==> config.mk <==
export PLATFORM = sky130hd
export DESIGN_NAME = exc_vector_resolver
export DESIGN_NICKNAME = d
export VERILOG_FILES = /design/src/rtl/exc_vec_pkg.sv /design/src/rtl/exc_periph_arb.sv /design/src/rtl/exc_class_arb.sv /design/src/rtl/exc_addr_form.sv /design/src/rtl/exc_vector_resolver.sv
export SDC_FILE = /design/constraint.sdc
export NUM_CORES = 1
export LEC_CHECK = 0
export BUFFER_PORTS_ARGS = -buffer_cell sky130_fd_sc_hd__buf_2
export CAP_MARGIN = 20
export CORE_MARGIN = 1
export CORE_UTILIZATION = 41
export DETAILED_ROUTE_END_ITERATION = 12
export PLACE_DENSITY = 0.9
export SLEW_MARGIN = 20
export SYNTH_ARGS = -nofsm -noshare
export SYNTH_HDL_FRONTEND = slang
export SYNTH_SLANG_ARGS = --single-unit
==> constraint.sdc <==
create_clock -name clk -period 1.9 [get_ports clk]
set_input_delay 0.38 -clock clk [delete_from_list [all_inputs] [get_ports clk]]
set_output_delay 0.38 -clock clk [all_outputs]
set_load 0.005 [all_outputs]
==> src/rtl/exc_vec_pkg.sv <==
package exc_vec_pkg;

  typedef enum logic [3:0] {
    CLS_NONE,
    CLS_POR,
    CLS_CLKMON,
    CLS_WDOG,
    CLS_OPCODE,
    CLS_SWI,
    CLS_XIRQ,
    CLS_IRQ,
    CLS_PERIPH
  } exc_cls_e;

  localparam logic [15:0] ADDR_POR    = 16'hFFFE;
  localparam logic [15:0] ADDR_CLKMON = 16'hFFFC;
  localparam logic [15:0] ADDR_WDOG   = 16'hFFFA;

  localparam logic [7:0] OFF_OPCODE   = 8'hF8;
  localparam logic [7:0] OFF_SWI      = 8'hF6;
  localparam logic [7:0] OFF_XIRQ     = 8'hF4;
  localparam logic [7:0] OFF_IRQ      = 8'hF2;
  localparam logic [7:0] OFF_PERIPH0  = 8'hF0;
  localparam logic [7:0] OFF_SPURIOUS = 8'h10;

  localparam int MAX_PERIPH = 112;

endpackage

==> src/rtl/exc_periph_arb.sv <==
module exc_periph_arb #(
  parameter int N_MASK = 16,
  localparam int IDX_W = (N_MASK > 1) ? $clog2(N_MASK) : 1
) (
  input  logic [N_MASK-1:0] lines,
  input  logic              i_mask,
  output logic              hit,
  output logic [IDX_W-1:0]  win_idx
);

  logic [N_MASK-1:0] gated;

  generate
    for (genvar g = 0; g < N_MASK; g++) begin : g_gate
      assign gated[g] = lines[g] & ~i_mask;
    end
  endgenerate

  // Scan from the lowest-priority line up so the lowest index ends up winning.
  always_comb begin
    hit     = 1'b0;
    win_idx = '0;
    for (int k = N_MASK - 1; k >= 0; k--) begin
      if (gated[k]) begin
        hit     = 1'b1;
        win_idx = IDX_W'(k);
      end
    end
  end

endmodule

==> src/rtl/exc_class_arb.sv <==
module exc_class_arb
  import exc_vec_pkg::*;
(
  input  logic     rst_por,
  input  logic     rst_clkmon,
  input  logic     rst_wdog,
  input  logic     trap_opcode,
  input  logic     trap_swi,
  input  logic     xirq,
  input  logic     irq,
  input  logic     periph_hit,
  input  logic     i_mask,
  input  logic     x_mask,
  output exc_cls_e cls
);

  always_comb begin
    if (rst_por)                cls = CLS_POR;
    else if (rst_clkmon)        cls = CLS_CLKMON;
    else if (rst_wdog)          cls = CLS_WDOG;
    else if (trap_opcode)       cls = CLS_OPCODE;
    else if (trap_swi)          cls = CLS_SWI;
    else if (xirq && !x_mask)   cls = CLS_XIRQ;
    else if (irq && !i_mask)    cls = CLS_IRQ;
    else if (periph_hit)        cls = CLS_PERIPH;
    else                        cls = CLS_NONE;
  end

endmodule

==> src/rtl/exc_addr_form.sv <==
module exc_addr_form
  import exc_vec_pkg::*;
#(
  parameter int N_MASK = 16,
  localparam int IDX_W = (N_MASK > 1) ? $clog2(N_MASK) : 1
) (
  input  exc_cls_e         cls,
  input  logic [IDX_W-1:0] periph_idx,
  input  logic [7:0]       base_page,
  output logic [15:0]      addr
);

  logic [7:0] periph_off;
  logic [7:0] low_byte;

  assign periph_off = OFF_PERIPH0 - (8'(periph_idx) << 1);

  always_comb begin
    unique case (cls)
      CLS_OPCODE: low_byte = OFF_OPCODE;
      CLS_SWI:    low_byte = OFF_SWI;
      CLS_XIRQ:   low_byte = OFF_XIRQ;
      CLS_IRQ:    low_byte = OFF_IRQ;
      CLS_PERIPH: low_byte = periph_off;
      default:    low_byte = OFF_SPURIOUS;
    endcase
  end

  always_comb begin
    unique case (cls)
      CLS_POR:    addr = ADDR_POR;
      CLS_CLKMON: addr = ADDR_CLKMON;
      CLS_WDOG:   addr = ADDR_WDOG;
      default:    addr = {base_page, low_byte};
    endcase
  end

endmodule

==> src/rtl/exc_vector_resolver.sv <==
module exc_vector_resolver
  import exc_vec_pkg::*;
#(
  parameter int N_MASK = 16
) (
  input  logic              clk,
  input  logic              rst_n,
  input  logic              rst_por,
  input  logic              rst_clkmon,
  input  logic              rst_wdog,
  input  logic              trap_opcode,
  input  logic              trap_swi,
  input  logic              xirq,
  input  logic              irq,
  input  logic [N_MASK-1:0] mask_src,
  input  logic              i_mask,
  input  logic              x_mask,
  input  logic [15:0]       vec_base,
  input  logic              vec_req,
  output logic              vec_valid,
  output logic [15:0]       vec_addr
);

  localparam int IDX_W = (N_MASK > 1) ? $clog2(N_MASK) : 1;

  initial begin
    if (N_MASK < 1 || N_MASK > MAX_PERIPH)
      $error("exc_vector_resolver: N_MASK out of range");
  end

  logic             periph_hit;
  logic [IDX_W-1:0] periph_idx;
  exc_cls_e         cls;
  logic [15:0]      next_addr;

  exc_periph_arb #(.N_MASK(N_MASK)) u_periph (
    .lines   (mask_src),
    .i_mask  (i_mask),
    .hit     (periph_hit),
    .win_idx (periph_idx)
  );

  exc_class_arb u_class (
    .rst_por     (rst_por),
    .rst_clkmon  (rst_clkmon),
    .rst_wdog    (rst_wdog),
    .trap_opcode (trap_opcode),
    .trap_swi    (trap_swi),
    .xirq        (xirq),
    .irq         (irq),
    .periph_hit  (periph_hit),
    .i_mask      (i_mask),
    .x_mask      (x_mask),
    .cls         (cls)
  );

  exc_addr_form #(.N_MASK(N_MASK)) u_form (
    .cls        (cls),
    .periph_idx (periph_idx),
    .base_page  (vec_base[15:8]),
    .addr       (next_addr)
  );

  always_ff @(posedge clk) begin
    if (!rst_n) begin
      vec_valid <= 1'b0;
      vec_addr  <= '0;
    end else begin
      vec_valid <= vec_req;
      if (vec_req) vec_addr <= next_addr;
    end
  end

endmodule

# Yosys cells after proc, flatten, opt, wreduce, memory -nomap -nowiden
# Cells that the tools add are included.
[word_totals] register_bits=17 wordCells=74
[op_classes] n_addsub=1 n_eq_ne=8 muxes=42 bitwise_logic=17 reduce_logical=4
[op_table] operator="$mux W4" count=24
[op_table] operator="$pmux W16 S3" count=1
[op_table] operator="$pmux W8 S5" count=1
[op_table] operator="$and A1 B1 Y1" count=16
[op_table] operator="$eq A4 B3 Y1 const B" count=4
[op_table] operator="$mux W1" count=16
[op_table] operator="$eq A4 B2 Y1 const B" count=2
[op_table] operator="$sub A5 B6 Y7 const A" count=1
[op_table] operator="$eq A4 B1 Y1 const B" count=1
[op_table] operator="$eq A4 B4 Y1 const B" count=1
[op_table] operator="$logic_and A1 B1 Y1" count=2
[op_table] operator="$logic_not A1 Y1" count=2
[op_table] operator="$not A1 Y1" count=1

# Logic depth before layout (Yosys ltp)
[depth] depth_word=29 mapped_depth=9 depth_no_buf=8

# By module
# A second synthesis with hierarchy kept.
[hier_totals] cells_unflattened=143 hier_area_um2=1223.7
[by_module_without_submodules] mod="exc_vector_resolver" n_inst=1 cells_per_inst=53 area_per_inst_um2=643.1 seq_area_each_um2=340.3
[by_module_without_submodules] mod="exc_addr_form" n_inst=1 cells_per_inst=39 area_per_inst_um2=275.3 seq_area_each_um2=0.0
[by_module_without_submodules] mod="exc_periph_arb" n_inst=1 cells_per_inst=37 area_per_inst_um2=209.0 seq_area_each_um2=0.0
[by_module_without_submodules] mod="exc_class_arb" n_inst=1 cells_per_inst=14 area_per_inst_um2=96.3 seq_area_each_um2=0.0

# Worst setup path before layout
# Ideal clock, no wire load.
[synth_timing] path_type="input-to-reg" from="input port mask_src[15]" to="register vec_addr[3]" arrival_time_ns=1.532 setup_slack_ns=0.254 stages=8 n_path_buf=0 cell_sequence="nor2_1 -> o31ai_1 -> a31oi_1 -> or3_1 -> ha_1 -> nand2_1 -> o22ai_1 -> o21a_1"
[synth_between] elab_chain_len=28
[synth_lines] element="start, declared" line="exc_vector_resolver.sv:15" text="input logic [N_MASK-1:0] mask_src,"
[synth_lines] element="$and A1 B1 Y1 *" line="exc_periph_arb.sv:15" text="assign gated[g] = lines[g] & ~i_mask;"
[synth_lines] element="$mux W1 (16 in series)" line="exc_periph_arb.sv:24" text="if (gated[k]) begin"
[synth_lines] element="$mux W4" line="exc_class_arb.sv:25" text="else if (periph_hit) cls = CLS_PERIPH;"
[synth_lines] element="$mux W4" line="exc_class_arb.sv:24" text="else if (irq && !i_mask) cls = CLS_IRQ;"
[synth_lines] element="$mux W4" line="exc_class_arb.sv:23" text="else if (xirq && !x_mask) cls = CLS_XIRQ;"
[synth_lines] element="$mux W4" line="exc_class_arb.sv:22" text="else if (trap_swi) cls = CLS_SWI;"
[synth_lines] element="$mux W4" line="exc_class_arb.sv:21" text="else if (trap_opcode) cls = CLS_OPCODE;"
[synth_lines] element="$mux W4" line="exc_class_arb.sv:20" text="else if (rst_wdog) cls = CLS_WDOG;"
[synth_lines] element="$mux W4" line="exc_class_arb.sv:19" text="else if (rst_clkmon) cls = CLS_CLKMON;"
[synth_lines] element="$mux W4" line="exc_class_arb.sv:18" text="if (rst_por) cls = CLS_POR;"
[synth_lines] element="$eq A4 B4 Y1 or $eq A4 B3 Y1 (tied branches)" line="exc_addr_form.sv:19" text="unique case (cls)"
[synth_lines] element="$pmux W8 S5" line="exc_addr_form.sv:19"
[synth_lines] element="$pmux W16 S3 *" line="exc_addr_form.sv:30" text="unique case (cls)"
[synth_lines] element="end signal, assigned" line="exc_vector_resolver.sv:70" text="if (vec_req) vec_addr <= next_addr;"
[synth_lines] element="end, declared" line="exc_vector_resolver.sv:21" text="output logic [15:0] vec_addr"
# Every way passes the cells marked *; elsewhere a longest branch is shown, timed or not.
# A chain may end at the register's enable or synchronous reset.

# Final worst setup path
[layout_timing] from="input port mask_src[13]" to="register vec_addr[3]"
[layout_between] elab_chain_len=26
[layout_lines] element="$and A1 B1 Y1 *" line="exc_periph_arb.sv:15"
[layout_lines] element="$mux W1 (14 in series)" line="exc_periph_arb.sv:24"
[layout_lines] element="$mux W4" line="exc_class_arb.sv:25"
[layout_lines] element="$mux W4" line="exc_class_arb.sv:24"
[layout_lines] element="$mux W4" line="exc_class_arb.sv:23"
[layout_lines] element="$mux W4" line="exc_class_arb.sv:22"
[layout_lines] element="$mux W4" line="exc_class_arb.sv:21"
[layout_lines] element="$mux W4" line="exc_class_arb.sv:20"
[layout_lines] element="$mux W4" line="exc_class_arb.sv:19"
[layout_lines] element="$mux W4" line="exc_class_arb.sv:18"
[layout_lines] element="$eq A4 B4 Y1 or $eq A4 B3 Y1 (tied branches)" line="exc_addr_form.sv:19"
[layout_lines] element="$pmux W8 S5" line="exc_addr_form.sv:19"
[layout_lines] element="$pmux W16 S3 *" line="exc_addr_form.sv:30"
# Marked as above.

==> results_dict.tcl <==
set metrics [dict create \
    syn_to_final_growth_pct 31.80 \
    setup_viol 0 \
    wl_met1_microns 992 \
    finalNonFillerCells 187 \
    combPwrFrac 0.261 \
    cp_slowest_stage_delay_ns 0.32 \
    rows 16 \
    power_switching_uw 201.5 \
    tns_ns 0 \
    crit_cells 8 \
    antenna_found_initial 0 \
    yosys.area_share.simple 0.2273 \
    crit_start "mask_src[13]" \
    synth_ff_type "dfxtp_1" \
    wl_per_cell_microns 12.14 \
    cts_hold_buf 0 \
    crit_end "vec_addr[3]" \
    syn_nets 154 \
    syn_area_sq_um 924.6 \
    seqPwrFrac 0.492 \
    synth.area.top_cells "dfxtp_1 (32%), o221a_2 (9.7%), nor2_1 (8.5%), a21oi_1 (3.8%), a41oi_1 (2.8%)" \
    critPathBufInv 1 \
    slew_viol_final 0 \
    run_status "complete, no violations" \
    vias_per_cell 5.561 \
    dpl_cell_area_sq_um 1191 \
    ys_seq_area_frac 0.3248 \
    finalCritPeriodShare 0.8416 \
    fin_ws_ns 0.3010 \
    diodes 0 \
    synth_xor_area_frac 0 \
    hold_path.class "primary input to flop" \
    ir_worst_vdd_uv 310.5 \
    cts-resized-gates 0 \
    htreeDepth 1 \
    clockBufferDepth 2 \
    finalWirelength_microns 2271 \
    die_width_microns 49.49 \
    switching_share 0.2828 \
    clk_latency_ns 0.28 \
    synth_commonest_cells "nor2_1 (21), dfxtp_1 (15), o221a_2 (8), a21oi_1 (7), o21ai_0 (5)" \
    internal_power_uw 511.1 \
    grt_max_degree 16 \
    slowest_stage "or3_1" \
    worstPathRequired_ns 2.08 \
    ys_warn_count 0 \
    synth.largest_area_cell "dfxtp_1" \
    critical_path_class "primary input to flop" \
    synth_compound_area_frac 0.3775 \
    clock-sinks 15 \
    port_buffers 51 \
    grt_overflow 0 \
    cts_tree "built" \
    final.min_clock_period_ns 1.599 \
    post-dp-hpwl_microns 1824 \
    reg2reg_to "vec_addr[4]" \
    grt_pass1_vias 930 \
    start_util 0.4528 \
    async_flop_share 0 \
    syn-mean-instance-area_sq_um 8.483 \
    final_nets 206 \
    rr_startpoint "vec_addr[4]" \
    finalClockSkew_ns 0 \
    crit_chain "buf_2 -> o31ai_1 -> a31oi_1 -> or3_1 -> ha_1 -> nand2_1 -> o22ai_1 -> o21a_1" \
    syn_inst 109 \
    coreArea_sq_um 2042 \
    rsz0062_at_grt "false" \
    synth.most_common_cell "nor2_1" \
    p_leak_nw 0.5846 \
    clkTransAtPathRegs_ns 0.09 \
    routed-via-count 1040 \
    postCtsSetupBuffers 0 \
    worstHoldStart "vec_base[10]" \
    start_kind "primary input" \
    die_h_microns 49.49 \
    yosys.area_share.adder 0.01353 \
    drtIter0Drc 18 \
    met3_length_microns 151 \
    final_area_sq_um 1219 \
    track_usage 0.1939 \
    rrSetupSlack_ns 0.76 \
    crit_fanout 3 \
    hold_viol_final 0 \
    synth_top_cell_area_share 0.3248 \
    route.met2.wl_microns 1112 \
    synth_edf_count 0 \
    first_pass_iters 4 \
    dp_cells 183 \
    synth_top_family_by_area "compound AO/OA/AOI/OAI gates" \
    route.detailed.drc 0 \
    floorplan.die_area_sq_um 2449 \
    ant_nets 0 \
    cp_top_family "compound AO/OA/AOI/OAI gates" \
    clkPwrFrac 0.247 \
    dpl_worst_slack_ns 0.02169 \
    top_layer_used "met4" \
    root_buffer "clkbuf_4" \
    yosys_register_bits 15 \
    cap_viol_max_count 0 \
    pin_count 61 \
    r2r_cells 4 \
    grt_pass1_wl_microns 3795 \
    place.gp.congestion 0.8688 \
    cts-buffers-inserted 3 \
    muxShareOfSynthArea 0 \
    drive_above_1_share 0.4438 \
    synth_cell_types 41 \
    arrival_ns 1.78 \
    timing.fmax_mhz 625.4 \
    crit_path_end_kind "flop" \
    p_per_area_nw_per_um2 584.8 \
]
## power by group through the flow
stage	Clock (mW)	Combinational (mW)	Sequential, mW
floorplan	0	0.0973	0.360
CTS	0.179	0.186	0.350
global placement	0	0.178	0.356
global route	0.193	0.207	0.354
detailed placement	0	0.184	0.358
finish	0.176	0.186	0.351
## layer usage
metal | global-route usage | vias to the layer above
li1 | - | 519
met1 | 0.2326 | 470
met2 | 0.3470 | 49
met3 | 0.03086 | 2
met4 | 0.06667 | 0
met5 | 0 | -
## final cells by class
class	count	area, sq um
Fill cell	193	823.3
Multi-Input combinational cell	85	575.6
Sequential cell	15	300.3
Timing Repair Buffer	53	270.3
Tap cell	27	33.78
Clock buffer	3	22.52
Inverter	3	11.26
Clock inverter	1	5.005
## placed cells by master, fill, tap and decap left out, types with 2 or more instances in the layout
master	instances
or3_1	2
nor2b_1	2
nor2_1	21
clkbuf_4	3
a41oi_1	3
buf_4	2
and2_1	2
o221a_2	8
o21ai_0	5
inv_1	3
o21a_1	2
a21oi_1	7
o31ai_1	3
a21o_2	2
nand2b_1	4
buf_2	51
dfxtp_1	15
## kinds of logic after synthesis
group | Yosys count
compound gates | 44
simple gates | 39
flops | 15
buf+inv | 9
fa+ha+maj | 1
other cells | 1
## sequential cells by signal (all words and copies together), names as in the netlist
name       flops
vec_valid      1
vec_addr      14
## worst min path at each step
stage                    to  slack, ns  cells past startpoint
3_5_place_dp    vec_addr[2]       0.48                      2
5_1_grt        vec_addr[11]       0.36                      2
6_report       vec_addr[10]       0.37                      2
4_1_cts        vec_addr[11]       0.37                      2
3_3_place_gp    vec_addr[2]       0.48                      2
2_1_floorplan   vec_addr[2]       0.49                      2
## metrics by stage
| step | util | power, mW | hold WS (ns) |
|---|---|---|---|
| after floorplan | - | 0.4577 | 0.4870 |
| after global placement | 0.5833 | 0.5340 | 0.4781 |
| after detailed placement | 0.5833 | 0.5417 | 0.4785 |
| after CTS | 0.5968 | 0.7151 | 0.3676 |
| after global routing | 0.5968 | 0.7535 | 0.3650 |
| final | 0.5968 | 0.7127 | 0.3673 |
(Power assumes the default switching activity.)
